[src/rtl/ko_pkg.sv]
package ko_pkg;
  typedef enum logic [1:0] {
    OP_HOST  = 2'd0,
    OP_CFG   = 2'd1,
    OP_SEND  = 2'd2,
    OP_FETCH = 2'd3
  } op_e;

  typedef enum logic [2:0] {
    S_IDLE,
    S_HOST,
    S_CFG,
    S_SEND,
    S_FETCH
  } state_e;
endpackage

[src/rtl/ko_pick.sv]
module ko_pick #(
  parameter int N    = 32,
  parameter int IDXW = (N > 1) ? $clog2(N) : 1
) (
  input  logic [N-1:0]    req_i,
  output logic            any_o,
  output logic [IDXW-1:0] idx_o
);
  always_comb begin
    any_o = 1'b0;
    idx_o = '0;
    for (int i = N - 1; i >= 0; i--) begin
      if (req_i[i]) begin
        any_o = 1'b1;
        idx_o = IDXW'(i);
      end
    end
  end
endmodule

[src/rtl/ko_cost.sv]
module ko_cost #(
  parameter int TW        = 32,
  parameter int NUM_UNITS = 2,
  parameter int KW        = 2,
  parameter int UW        = 1
) (
  input  logic [TW-1:0]           t_host_i,
  input  logic [TW-1:0]           t_acc_i,
  input  logic [TW-1:0]           t_cfg_i,
  input  logic [TW-1:0]           t_comm_i,
  input  logic [KW-1:0]           kernel_i,
  input  logic [NUM_UNITS*KW-1:0] unit_kernel_i,
  input  logic [UW-1:0]           victim_i,
  output logic                    offload_o,
  output logic                    resident_o,
  output logic [UW-1:0]           unit_o
);
  localparam int SW = TW + 2;

  logic [NUM_UNITS-1:0] hit;
  logic [SW-1:0]        sum;

  for (genvar u = 0; u < NUM_UNITS; u++) begin : g_hit
    assign hit[u] = (unit_kernel_i[u*KW +: KW] == kernel_i);
  end

  always_comb begin
    unit_o = victim_i;
    for (int u = NUM_UNITS - 1; u >= 0; u--) begin
      if (hit[u]) unit_o = UW'(u);
    end
  end

  assign resident_o = |hit;
  assign sum = SW'(t_acc_i) + SW'(t_comm_i) + (resident_o ? '0 : SW'(t_cfg_i));
  assign offload_o = SW'(t_host_i) > sum;
endmodule

[src/rtl/ko_offload_arbiter.sv]
module ko_offload_arbiter
  import ko_pkg::*;
#(
  parameter int NUM_TASKS   = 32,
  parameter int NUM_KERNELS = 4,
  parameter int NUM_UNITS   = 2,
  parameter int TW          = 32,
  parameter int CW          = 16,
  localparam int TIDW = (NUM_TASKS > 1) ? $clog2(NUM_TASKS) : 1,
  localparam int KW   = (NUM_KERNELS > 1) ? $clog2(NUM_KERNELS) : 1,
  localparam int UW   = (NUM_UNITS > 1) ? $clog2(NUM_UNITS) : 1
) (
  input  logic                      clk_i,
  input  logic                      rst_ni,
  input  logic [NUM_TASKS-1:0]      ready_mask_i,
  input  logic [NUM_TASKS*KW-1:0]   task_kernel_i,
  input  logic [NUM_UNITS*KW-1:0]   unit_kernel_i,
  input  logic [NUM_KERNELS*TW-1:0] t_host_i,
  input  logic [NUM_KERNELS*TW-1:0] t_acc_i,
  input  logic [NUM_KERNELS*TW-1:0] t_cfg_i,
  input  logic [NUM_KERNELS*TW-1:0] t_comm_i,
  output logic                      cmd_valid_o,
  input  logic                      cmd_ready_i,
  output logic [1:0]                cmd_op_o,
  output logic [TIDW-1:0]           cmd_task_o,
  output logic [UW-1:0]             cmd_unit_o,
  output logic [KW-1:0]             cmd_kernel_o,
  output logic                      offload_o,
  output logic                      reconf_o,
  output logic [CW-1:0]             host_cnt_o,
  output logic [CW-1:0]             offload_cnt_o
);
  state_e               state_q;
  logic [NUM_TASKS-1:0] done_q, eligible;
  logic [TIDW-1:0]      task_q, pick_idx;
  logic [KW-1:0]        kern_q, pick_kern;
  logic [UW-1:0]        unit_q, victim_q, cost_unit;
  logic                 off_q, cfg_q, pick_any, cost_off, cost_res, fire;
  logic [CW-1:0]        host_cnt_q, off_cnt_q;

  assign eligible  = ready_mask_i & ~done_q;
  assign pick_kern = task_kernel_i[int'(pick_idx)*KW +: KW];

  ko_pick #(.N(NUM_TASKS), .IDXW(TIDW)) u_pick (
    .req_i(eligible),
    .any_o(pick_any),
    .idx_o(pick_idx)
  );

  ko_cost #(.TW(TW), .NUM_UNITS(NUM_UNITS), .KW(KW), .UW(UW)) u_cost (
    .t_host_i     (t_host_i[int'(pick_kern)*TW +: TW]),
    .t_acc_i      (t_acc_i[int'(pick_kern)*TW +: TW]),
    .t_cfg_i      (t_cfg_i[int'(pick_kern)*TW +: TW]),
    .t_comm_i     (t_comm_i[int'(pick_kern)*TW +: TW]),
    .kernel_i     (pick_kern),
    .unit_kernel_i(unit_kernel_i),
    .victim_i     (victim_q),
    .offload_o    (cost_off),
    .resident_o   (cost_res),
    .unit_o       (cost_unit)
  );

  assign cmd_valid_o = (state_q != S_IDLE);
  assign fire        = cmd_valid_o & cmd_ready_i;

  always_comb begin
    unique case (state_q)
      S_CFG:   cmd_op_o = OP_CFG;
      S_SEND:  cmd_op_o = OP_SEND;
      S_FETCH: cmd_op_o = OP_FETCH;
      default: cmd_op_o = OP_HOST;
    endcase
  end

  assign cmd_task_o    = task_q;
  assign cmd_unit_o    = unit_q;
  assign cmd_kernel_o  = kern_q;
  assign offload_o     = off_q;
  assign reconf_o      = cfg_q;
  assign host_cnt_o    = host_cnt_q;
  assign offload_cnt_o = off_cnt_q;

  always_ff @(posedge clk_i or negedge rst_ni) begin
    if (!rst_ni) begin
      state_q    <= S_IDLE;
      done_q     <= '0;
      task_q     <= '0;
      kern_q     <= '0;
      unit_q     <= '0;
      victim_q   <= '0;
      off_q      <= 1'b0;
      cfg_q      <= 1'b0;
      host_cnt_q <= '0;
      off_cnt_q  <= '0;
    end else begin
      unique case (state_q)
        S_IDLE: if (pick_any) begin
          task_q <= pick_idx;
          kern_q <= pick_kern;
          unit_q <= cost_unit;
          off_q  <= cost_off;
          cfg_q  <= cost_off & ~cost_res;
          if (!cost_off)     state_q <= S_HOST;
          else if (!cost_res) state_q <= S_CFG;
          else               state_q <= S_SEND;
        end
        S_HOST: if (fire) begin
          done_q[task_q] <= 1'b1;
          host_cnt_q     <= host_cnt_q + CW'(1);
          state_q        <= S_IDLE;
        end
        S_CFG: if (fire) begin
          victim_q <= (victim_q == UW'(NUM_UNITS - 1)) ? '0 : victim_q + UW'(1);
          state_q  <= S_SEND;
        end
        S_SEND: if (fire) state_q <= S_FETCH;
        S_FETCH: if (fire) begin
          done_q[task_q] <= 1'b1;
          off_cnt_q      <= off_cnt_q + CW'(1);
          state_q        <= S_IDLE;
        end
        default: state_q <= S_IDLE;
      endcase
    end
  end

  a_r2_lowest_pick: assert property (@(posedge clk_i) disable iff (!rst_ni)
    (state_q == S_IDLE && pick_any) |->
      (eligible[pick_idx] &&
       ((eligible & ((NUM_TASKS'(1) << pick_idx) - NUM_TASKS'(1))) == '0)));

  a_r1_not_done: assert property (@(posedge clk_i) disable iff (!rst_ni)
    cmd_valid_o |-> !done_q[cmd_task_o]);

  a_r6_send_after_cfg: assert property (@(posedge clk_i) disable iff (!rst_ni)
    (fire && cmd_op_o == OP_CFG) |=>
      (cmd_valid_o && cmd_op_o == OP_SEND && $stable(cmd_task_o) && $stable(cmd_unit_o)));

  a_r6_fetch_after_send: assert property (@(posedge clk_i) disable iff (!rst_ni)
    (fire && cmd_op_o == OP_SEND) |=>
      (cmd_valid_o && cmd_op_o == OP_FETCH && $stable(cmd_task_o) && $stable(cmd_unit_o)));

  a_r8_hold: assert property (@(posedge clk_i) disable iff (!rst_ni)
    (cmd_valid_o && !cmd_ready_i) |=>
      (cmd_valid_o && $stable(cmd_op_o) && $stable(cmd_task_o) && $stable(cmd_unit_o)));

  a_r9_host_count: assert property (@(posedge clk_i) disable iff (!rst_ni)
    (fire && cmd_op_o == OP_HOST) |=> (host_cnt_o == $past(host_cnt_o) + CW'(1)));

  a_r9_offload_count: assert property (@(posedge clk_i) disable iff (!rst_ni)
    (fire && cmd_op_o == OP_FETCH) |=> (offload_cnt_o == $past(offload_cnt_o) + CW'(1)));
endmodule

[config.mk]
export PLATFORM = sky130hd
export DESIGN_NAME = ko_offload_arbiter
export DESIGN_NICKNAME = d
export VERILOG_FILES = /design/src/rtl/ko_pkg.sv /design/src/rtl/ko_pick.sv /design/src/rtl/ko_cost.sv /design/src/rtl/ko_offload_arbiter.sv
export SDC_FILE = /design/constraint.sdc
export NUM_CORES = 1
export LEC_CHECK = 0
export BUFFER_PORTS_ARGS = -buffer_cell sky130_fd_sc_hd__buf_4
export CAP_MARGIN = 20
export CORE_AREA = 2 2 259 261
export CTS_BUF_LIST = sky130_fd_sc_hd__clkbuf_4
export CTS_CLUSTER_SIZE = 40
export DETAILED_ROUTE_END_ITERATION = 12
export DIE_AREA = 0 0 261 263
export GPL_ROUTABILITY_DRIVEN = 0
export PLACE_DENSITY = 0.42
export SKIP_CTS_REPAIR_TIMING = 1
export SLEW_MARGIN = 20
export SYNTH_ARGS = -nofsm -noshare
export SYNTH_HDL_FRONTEND = slang
export SYNTH_SLANG_ARGS = --single-unit
[constraint.sdc]
create_clock -name clk_i -period 7.4 [get_ports clk_i]
set_input_delay 0.74 -clock clk_i [delete_from_list [all_inputs] [get_ports clk_i]]
set_output_delay 0.74 -clock clk_i [all_outputs]
set_load 0.02 [all_outputs]
== Yosys cells after proc, flatten, opt, wreduce, memory -nomap -nowiden ==
Cells that the tools add are included.
Operators by class
  add/subtract/negate cells: 5
  $mul: 0
  div/mod/pow operators: 0
  order comparisons: 3
  equality and inequality tests: 10
  shift-type cells: 5
  multiplexer cells: 78
  bitwise logic cells: 6
  reduce and logical (&&, ||, !) cells: 11
Operator list (number)
  128-bit by 8-bit variable part select with 32-bit output: 4
  5-bit two-way mux: 32
  64-bit by 7-bit variable part select with 2-bit output: 1
  1-bit two-way mux: 37
  34-bit adder: 1
  32-bit by 34-bit greater-than comparator with 1-bit output: 1
  32-bit by 32-bit adder with 33-bit output: 1
  16-bit by 1-bit adder with 16-bit output, second input constant: 2
  32-bit AND: 1
  32-bit two-way mux: 1
  32-bit inverter: 1
  32-bit OR: 1
  3-bit two-way mux: 4
  3-bit one-hot mux with 4 select lines: 1
  2-bit AND reduction: 5
  3-bit by 2-bit equality test with 1-bit output, second input constant: 2
  5-bit by 6-bit less-than comparator with 1-bit output, second input constant: 1
  2-bit != test, second input constant: 3
  2-bit one-hot mux with 3 select lines: 1
  1-bit demux with 5-bit select: 1
  5-bit by 1-bit >= comparator with 1-bit output, second input constant: 1
  2-bit equality test: 2
  4-bit AND reduction: 1
  2-bit OR reduction: 2
  10 further kinds: 11
Storage, ports and cells
  bits in registers: 78
  bits in latches: 0
  RAM bits: 0
  ROM bits: 0
  bits of input ports: 615
  output and inout port bits: 45
  logic and storage cells: 128
  memories kept: 0

== Longest topological paths before layout ==
Gate-level depths: netlist of run 1.
  depth in word-level cells: 43
  gate-level depth with buffers: 45
  depth with buffers taken out: 42

== Cells and area by module ==
Synthesis of run 1 repeated with hierarchy kept, for this count alone.
Second synthesis, totals
  cells, all modules: 1227
  area, all modules: 11685.0 um^2
By module, submodules not included
  ko_offload_arbiter: times used 1, cells each 771, area an instance 8049.0 um^2, sequential area each 1951.9 um^2
  ko_cost: times used 1, cells each 391, area an instance 3265.6 um^2, sequential area each 0.0 um^2
  ko_pick: times used 1, cells each 65, area an instance 370.4 um^2, sequential area each 0.0 um^2

== Worst setup path after synthesis of run 1 ==
No wires, ideal clock.
  path kind: input-to-reg
  start point: input port ready_mask_i[14]
  end point: register state_q[1]
  setup time: 136 ps
  arrival time: 8457 ps
  setup slack: -1193 ps
  stages on the path: 42
  buffers on the path: 4
  path through: nor2b_1 > nor4_4 > o311ai_1 > a31o_2 > and2_1 > buf_6 > or3_1 > a31oi_1 > o32ai_1 > mux2_4 > buf_6 > buf_6 > buf_2 > a211oi_1 > a21oi_1 > ha_1 > fa_1 > a211oi_1 > [6 not listed] > xnor2_1 > ha_1 > nand3_1 > nor3_1 > nor4bb_1 > nor4b_1 > o21a_1 > o211ai_1 > a21oi_1 > xor2_1 > ha_1 > a21o_1 > a21o_1 > a2111oi_0 > o221ai_1 > o211a_1 > nand3_1 > a21oi_1
On the way
  longest elaborated chain between the ends: 25
  elaborated cells on any way between the ends: 48
  classes of those cells: 2 x add/sub; 1 x order compare; 3 x eq/ne; 5 x shift; 34 x mux; 1 x bitwise; 2 x reduce/logical
Ends and longest elaborated chain
  from (decl): line ko_offload_arbiter.sv:15  | input logic [NUM_TASKS-1:0] ready_mask_i,
  32-bit AND *: line ko_offload_arbiter.sv:41  | assign eligible = ready_mask_i & ~done_q;
  branches (longest 24 deep; another with 5-bit two-way mux)
  to (signal assigned): line ko_offload_arbiter.sv:103  | if (!cost_off) state_q <= S_HOST;
  to (signal assigned): line ko_offload_arbiter.sv:104  | else if (!cost_res) state_q <= S_CFG;
  to (signal assigned): line ko_offload_arbiter.sv:105  | else state_q <= S_SEND;
  to (decl): line ko_offload_arbiter.sv:33  | state_e state_q;
Mark *: on every way between the ends. The select of a mux whose other input is x is not followed.
A chain may end at the register's enable or synchronous reset.

== Worst setup path after layout of run 1 ==
  start point: input port ready_mask_i[1]
  end point: register state_q[1]
On the way
  longest elaborated chain between the ends: 12
  elaborated cells on any way between the ends: 22
  classes of those cells: 2 x add/sub; 1 x order compare; 3 x eq/ne; 5 x shift; 8 x mux; 1 x bitwise; 2 x reduce/logical
Ends and longest elaborated chain (line)
  32-bit AND *: ko_offload_arbiter.sv:41
  branches (longest 11 deep; another with 34-bit adder)
Marked as above.

==> results of run 1 <==
-- cell usage in the layout, fill, tap and decap left out, types with 6 or more instances in the layout --
| master | netlist | layout |
|---|---|---|
| buf_4 | 9 | 1003 |
| mux2i_1 | 150 | 149 |
| nor2b_1 | 156 | 146 |
| a211oi_1 | 168 | 145 |
| a21oi_1 | 159 | 144 |
| ha_1 | 98 | 96 |
| dfrtp_1 | 78 | 78 |
| nand2_1 | 63 | 61 |
| nor2_1 | 61 | 57 |
| xnor2_1 | 54 | 52 |
| a21o_1 | 47 | 47 |
| xor2_1 | 36 | 36 |
| o21ai_0 | 45 | 34 |
| nand4_1 | 26 | 26 |
| nand3_1 | 28 | 26 |
| inv_1 | 25 | 25 |
| a211oi_2 | 1 | 22 |
| nand2b_1 | 26 | 21 |
| o21bai_1 | 21 | 20 |
| a21oi_2 | 0 | 14 |
| nor3_1 | 16 | 14 |
| o21ai_1 | 6 | 11 |
| o21a_1 | 13 | 11 |
| and3_1 | 10 | 9 |
| clkbuf_4 | 0 | 9 |
| or3_1 | 8 | 8 |
| o211ai_1 | 7 | 7 |
| a211o_1 | 6 | 6 |
| or2_2 | 6 | 6 |
| clkbuf_16 | 0 | 6 |
| buf_6 | 6 | 6 |
-- per-layer routing --
| metal | up-vias | track usage [%] | routed length, um |
|---|---|---|---|
| met5 | - | 0 | 0 |
| met1 | 7195 | 19.1 | 25000 |
| met4 | 0 | 3.92 | 1220 |
| li1 | 7596 | - | - |
| met2 | 505 | 34.4 | 34800 |
| met3 | 62 | 3.67 | 4360 |
-- worst register-to-register path, delay by kind of cell, from the launching register on --
family                   cells  cell delay (ps)
AND/OR/NAND/NOR              9              980
adder cells (fa/ha/maj)      4             1170
flip-flops                   1              420
XOR/XNOR                     2              250
AO/OA/AOI/OAI               19             4250
multiplexers                 1              340
buffers and inverters        6              920
-- how the worst min path moves through the flow --
| stage | endpoint | cells past startpoint | slack (ps) | from |
|---|---|---|---|---|
| 2_1_floorplan | done_q[16]$_DFFE_PN0P_ | 1 | 420 | done_q[16]$_DFFE_PN0P_ |
| 4_1_cts | done_q[9]$_DFFE_PN0P_ | 1 | 9 | rst_ni |
| 5_1_grt | done_q[0]$_DFFE_PN0P_ | 1 | 30 | rst_ni |
| 6_report | done_q[0]$_DFFE_PN0P_ | 1 | 60 | rst_ni |
| 3_3_place_gp | done_q[25]$_DFFE_PN0P_ | 1 | 430 | done_q[25]$_DFFE_PN0P_ |
| 3_5_place_dp | done_q[25]$_DFFE_PN0P_ | 1 | 440 | done_q[25]$_DFFE_PN0P_ |
-- sequential cells by signal, indices dropped and copies added, names as in the netlist --
| signal | flops |
|---|---|
| done_q | 32 |
| host_cnt_o | 16 |
| offload_cnt_o | 16 |
| cmd_task_o | 5 |
| state_q | 3 |
| cmd_kernel_o | 2 |
| cmd_unit_o | 1 |
| offload_o | 1 |
| reconf_o | 1 |
| victim_q | 1 |
-- through the flow --
stage / area (um2) / util [%]
after detailed placement: 20500 / 31.2
after CTS: 20700 / 31.5
after global placement: 20500 / 31.2
after global routing: 21600 / 32.9
final: 21600 / 32.9
after floorplan: 12400 / -
-- final cells by class --
class | instances | area, um2
clock inverters | 7 | 86.3
diodes | 1 | 2.50
well taps | 864 | 1080
clock buffers | 9 | 67.6
fillers | 7014 | 44000
inverters | 25 | 93.8
repair buffers | 1025 | 7960
multi-input cells | 1319 | 10300
flip-flops and latches | 78 | 1950
-- kinds of logic after synthesis --
kind of cell	after synthesis	synth area share [%]
xor+xnor	90	6.48
mux	157	13.1
fa+ha+maj	100	10.4
compound gates	532	29.3
buf+inv	114	4.42
simple gates	440	20.3
flops	78	16.0
==> results.toml, run 1 <==
[critical_path]
critPathCaptureType = "flop"
crit_cells = 42
max_stage_delay_ps = 460
worst_r2r_path_depth = 41
cp-startpoint = "ready_mask_i[1]"
crit_arrival_ps = 8830
crit_fanout = 8
r2r_end = "state_q[1]$_DFFE_PN0P_"
crit_buf_inv = 7
slowest_stage = "or3_1"
path_class = "in2reg"
worstSetupEndpoint = "state_q[1]$_DFFE_PN0P_"
start_kind = "input pin"
r2r-start = "done_q[16]$_DFFE_PN0P_"
cp_common_cell = "buf_4"
crit_family = "compound AO/OA/AOI/OAI gates"
cp.required_ps = 7800
reg2reg_slack_ps = -1020

[placement]
pre_cts_ws_ps = -1840
io_buffers = 659
dp.final_hpwl_um = 55500
dp_cells = 3269

[timing]
tns_ps = -4070
layout_setup_ws_ps = -1030
slew_headroom_pct = 36.8
finalCritPeriodShare_pct = 114
hold_viol = 0
min_period_ps = 8430
setup-violations-final = 4
max_freq_mhz = 119
rsz0062_at_grt = "true"
tightest_slew_ps = 940
hold_slack_ps = 64.2
finClkSkew_ps = 13.7
slew_violations = 0

[synth]
syn_nets = 2226
async_flop_share_pct = 100
synth_edf_count = 0
ys_seq_area_share_pct = 16.0
synth_most_common_cell = "a211oi_1"
synthTopCellsByArea = "dfrtp_1, mux2i_1, a211oi_1"
yosys_warnings = 0
synth_cells = 1511
dominantRegCellSynth = "dfrtp_1"
synth_area_um2 = 12200
postSynthRegisterBits = 78
syn_area_per_cell_um2 = 8.05
netlist_top_cells_count = "a211oi_1, a21oi_1, nor2b_1"
synth_largest_area_cell = "dfrtp_1"
synth_top_area_share_pct = 16.0
synth_cell_types = 74

[die]
start_util_pct = 18.5
core_um2 = 65600
die_area_um2 = 68600
die_y_um = 263
die_x_um = 261
num_rows = 94
num_io_pins = 660

[clocking]
clk_latency_ps = 500
htreeDepth = 3
cts.path.max_buffers = 2
root_buffer = "clkbuf_4"
cts.sinks = 78
cts_tree = "done"
numCtsBuffers = 9
cts.clk_slew.worst_paths_ps = 160

[status]
status = "complete, but fails checks"
violations = "negative setup slack"

[hold_path]
min_path_type = "in2async"

[routing]
via_per_inst = 4.61
via_count = 15400
first_pass_iters = 6
drt_iter0_markers = 625
drc = 0
post_drt_wl_per_cell_um = 19.7
drt-total-wl_um = 65400
ant_nets = 0

[run]
max_cap_viol_count = 0

[finish]
nets = 3173
drive_gt1_share_pct = 47.4
fin_cells = 3328
area_growth_pct = 77.4

[grt]
antenna_found_initial = 2
grt_usage_pct = 17.6
grt_pass1_wl_um = 92600
grt_pass1_vias = 15800
overflow = 0
grt_max_degree = 105
Power of run 1 is left out: the tool's default activity adds up to more than one toggle a clock period on the data nets, which glitch-free logic cannot reach.
==> inputs of run 2 (changes only) <==
--- a/config.mk
+++ b/config.mk
@@ -5,15 +5,16 @@
 export SDC_FILE = /design/constraint.sdc
 export NUM_CORES = 1
 export LEC_CHECK = 0
+export ABC_AREA = 1
 export BUFFER_PORTS_ARGS = -buffer_cell sky130_fd_sc_hd__buf_4
 export CAP_MARGIN = 20
-export CORE_AREA = 2 2 259 261
+export CORE_AREA = 2 2 257 259
 export CTS_BUF_LIST = sky130_fd_sc_hd__clkbuf_4
 export CTS_CLUSTER_SIZE = 40
 export DETAILED_ROUTE_END_ITERATION = 12
-export DIE_AREA = 0 0 261 263
+export DIE_AREA = 0 0 259 261
 export GPL_ROUTABILITY_DRIVEN = 0
-export PLACE_DENSITY = 0.42
+export PLACE_DENSITY = 0.41
 export SKIP_CTS_REPAIR_TIMING = 1
 export SLEW_MARGIN = 20
 export SYNTH_ARGS = -nofsm -noshare
==> run 2 against run 1 <==
Compared with the run above: the flow still finishes with violations (negative setup slack); synthesized cell count rose by 23%; count of clock-buffer cells in the layout grew 2; critical path depth is 40 higher; fmax shrank 1.6%; register-to-register slack got worse by 100 ps; non-clock buffer count is 34 lower.
==> results.toml, run 2 <==
[status]
status = "complete, but fails checks"
violations = "negative setup slack"

[critical_path]
crit_fanout = 8
critPathCaptureType = "flop"
start_kind = "input pin"
crit_arrival_ps = 8930
slowest_stage = "ha_1"
path_class = "in2reg"
cp.required_ps = 7760
cp_common_cell = "nand2_1"
max_stage_delay_ps = 350
reg2reg_slack_ps = -1120

[clocking]
clk_latency_ps = 450
root_buffer = "clkbuf_4"
cts.sinks = 78
cts_tree = "done"
cts.clk_slew.worst_paths_ps = 140
numCtsBuffers = 9
htreeDepth = 3
cts.path.max_buffers = 2

[timing]
setup-violations-final = 4
slew_violations = 0
rsz0062_at_grt = "true"
finClkSkew_ps = 20.9
tightest_slew_ps = 761
hold_viol = 0
layout_setup_ws_ps = -1170
finalCritPeriodShare_pct = 116
slew_headroom_pct = 49.3
min_period_ps = 8570
max_freq_mhz = 117

[synth]
synthTopCellsByArea = "dfrtp_1, nor2_1, ha_1"
netlist_top_cells_count = "nor2_1, o21ai_0, nand2_1"
yosys_warnings = 0
synth_most_common_cell = "nor2_1"
postSynthRegisterBits = 78
synth_edf_count = 0
synth_top_area_share_pct = 17.2
ys_seq_area_share_pct = 17.2
async_flop_share_pct = 100
synth_cells = 1851
synth_largest_area_cell = "dfrtp_1"
syn_nets = 2566
synth_cell_types = 42
syn_area_per_cell_um2 = 6.12
dominantRegCellSynth = "dfrtp_1"
synth_area_um2 = 11300

[placement]
dp_cells = 3573
pre_cts_ws_ps = -1960
io_buffers = 659
dp.final_hpwl_um = 57900

[die]
die_area_um2 = 67600
num_rows = 94
num_io_pins = 660
die_x_um = 259
start_util_pct = 17.4
core_um2 = 65000
die_y_um = 261

[finish]
largest_register_ffs = 32
final_common_cell = "buf_4"
top_register = "done_q"
fin_cells = 3632
layout_common_cells = "buf_4, nor2_1, nand2_1, o21ai_0, inv_1"
area_growth_pct = 83.2
drive_gt1_share_pct = 42.7
nets = 3472

[routing]
post_drt_wl_per_cell_um = 19.0
via_per_inst = 4.49
drc = 0
drt_iter0_markers = 890
via_count = 16300
drt-total-wl_um = 69200
ant_nets = 0
first_pass_iters = 7

[grt]
grt_pass1_wl_um = 96200
grt_pass1_vias = 16100
grt_max_degree = 79
grt_usage_pct = 18.6
overflow = 0
antenna_found_initial = 11

[hold_path]
min_path_type = "in2async"

[run]
max_cap_viol_count = 0
[run 2: changes by cell type after synthesis, moves of 95 or more]
cell      previous run  this run
o21ai_0             45       240
nor2_1              61       376
a211oi_1           168         2
nand2_1             63       237
nor2b_1            156         0
o22ai_1              0        95
inv_1               25       121
mux2i_1            150         0
nand3_1             28       132
[run 2: per-stage QoR]
step                      utilization [%]  instance area, um2  hold WS, ps  setup TNS (ps)
after global routing                 31.9               20800          333           -7440
after global placement               29.6               19200          438           -7340
final                                31.9               20800          321           -4520
after detailed placement             29.6               19200          446           -7600
after floorplan                         -               11500          428           -3590
after CTS                            29.8               19400          453           -5820
[run 2: final timing paths]
check / end / cells after the start / startpoint
hold reg to reg: done_q[10]$_DFFE_PN0P_ / 2 / done_q[10]$_DFFE_PN0P_
max in group asynchronous: state_q[2]$_DFFE_PN0P_ / 1 / rst_ni
min in group clk_i: done_q[10]$_DFFE_PN0P_ / 2 / done_q[10]$_DFFE_PN0P_
hold / removal: offload_cnt_o[14]$_DFFE_PN0P_ / 1 / rst_ni
setup / recovery: state_q[0]$_DFFE_PN0P_ / 82 / ready_mask_i[31]
setup reg to reg: state_q[0]$_DFFE_PN0P_ / 79 / done_q[30]$_DFFE_PN0P_
[run 2: layout make-up]
class | count | area [um2]
multi-input cells | 1552 | 9380
diodes | 6 | 15.0
inverters | 125 | 494
flip-flops and latches | 78 | 1950
well taps | 864 | 1080
fillers | 7156 | 44300
clock buffers | 11 | 82.6
clock inverters | 5 | 60.1
repair buffers | 991 | 7680
[run 2: logic make-up after synthesis]
kind of cell | count (synthesis) | share of synthesized area [%]
and+or+nand+nor | 790 | 28.9
AOI/OAI and AO/OA | 571 | 27.3
buffers and inverters | 224 | 8.65
adders and majority gates | 100 | 11.2
xor gates and xnor gates | 88 | 6.80
DFF | 78 | 17.2
[run 2: per-layer routing]
layer | vias up | global-route usage (%) | wire length, um
li1 | 8170 | - | -
met2 | 498 | 32.3 | 34100
met1 | 7575 | 24.5 | 30400
met3 | 76 | 2.37 | 3050
met4 | 4 | 4.37 | 1610
met5 | - | 0 | 22
[run 2: critical path, delay by kind of cell]
family	cells	cell delay [ps]
AOI/OAI and AO/OA	18	2430
xor gates and xnor gates	2	290
adders and majority gates	3	950
buffers and inverters	9	1100
and+or+nand+nor	50	3360
Power of run 2 is left out for the same reason.
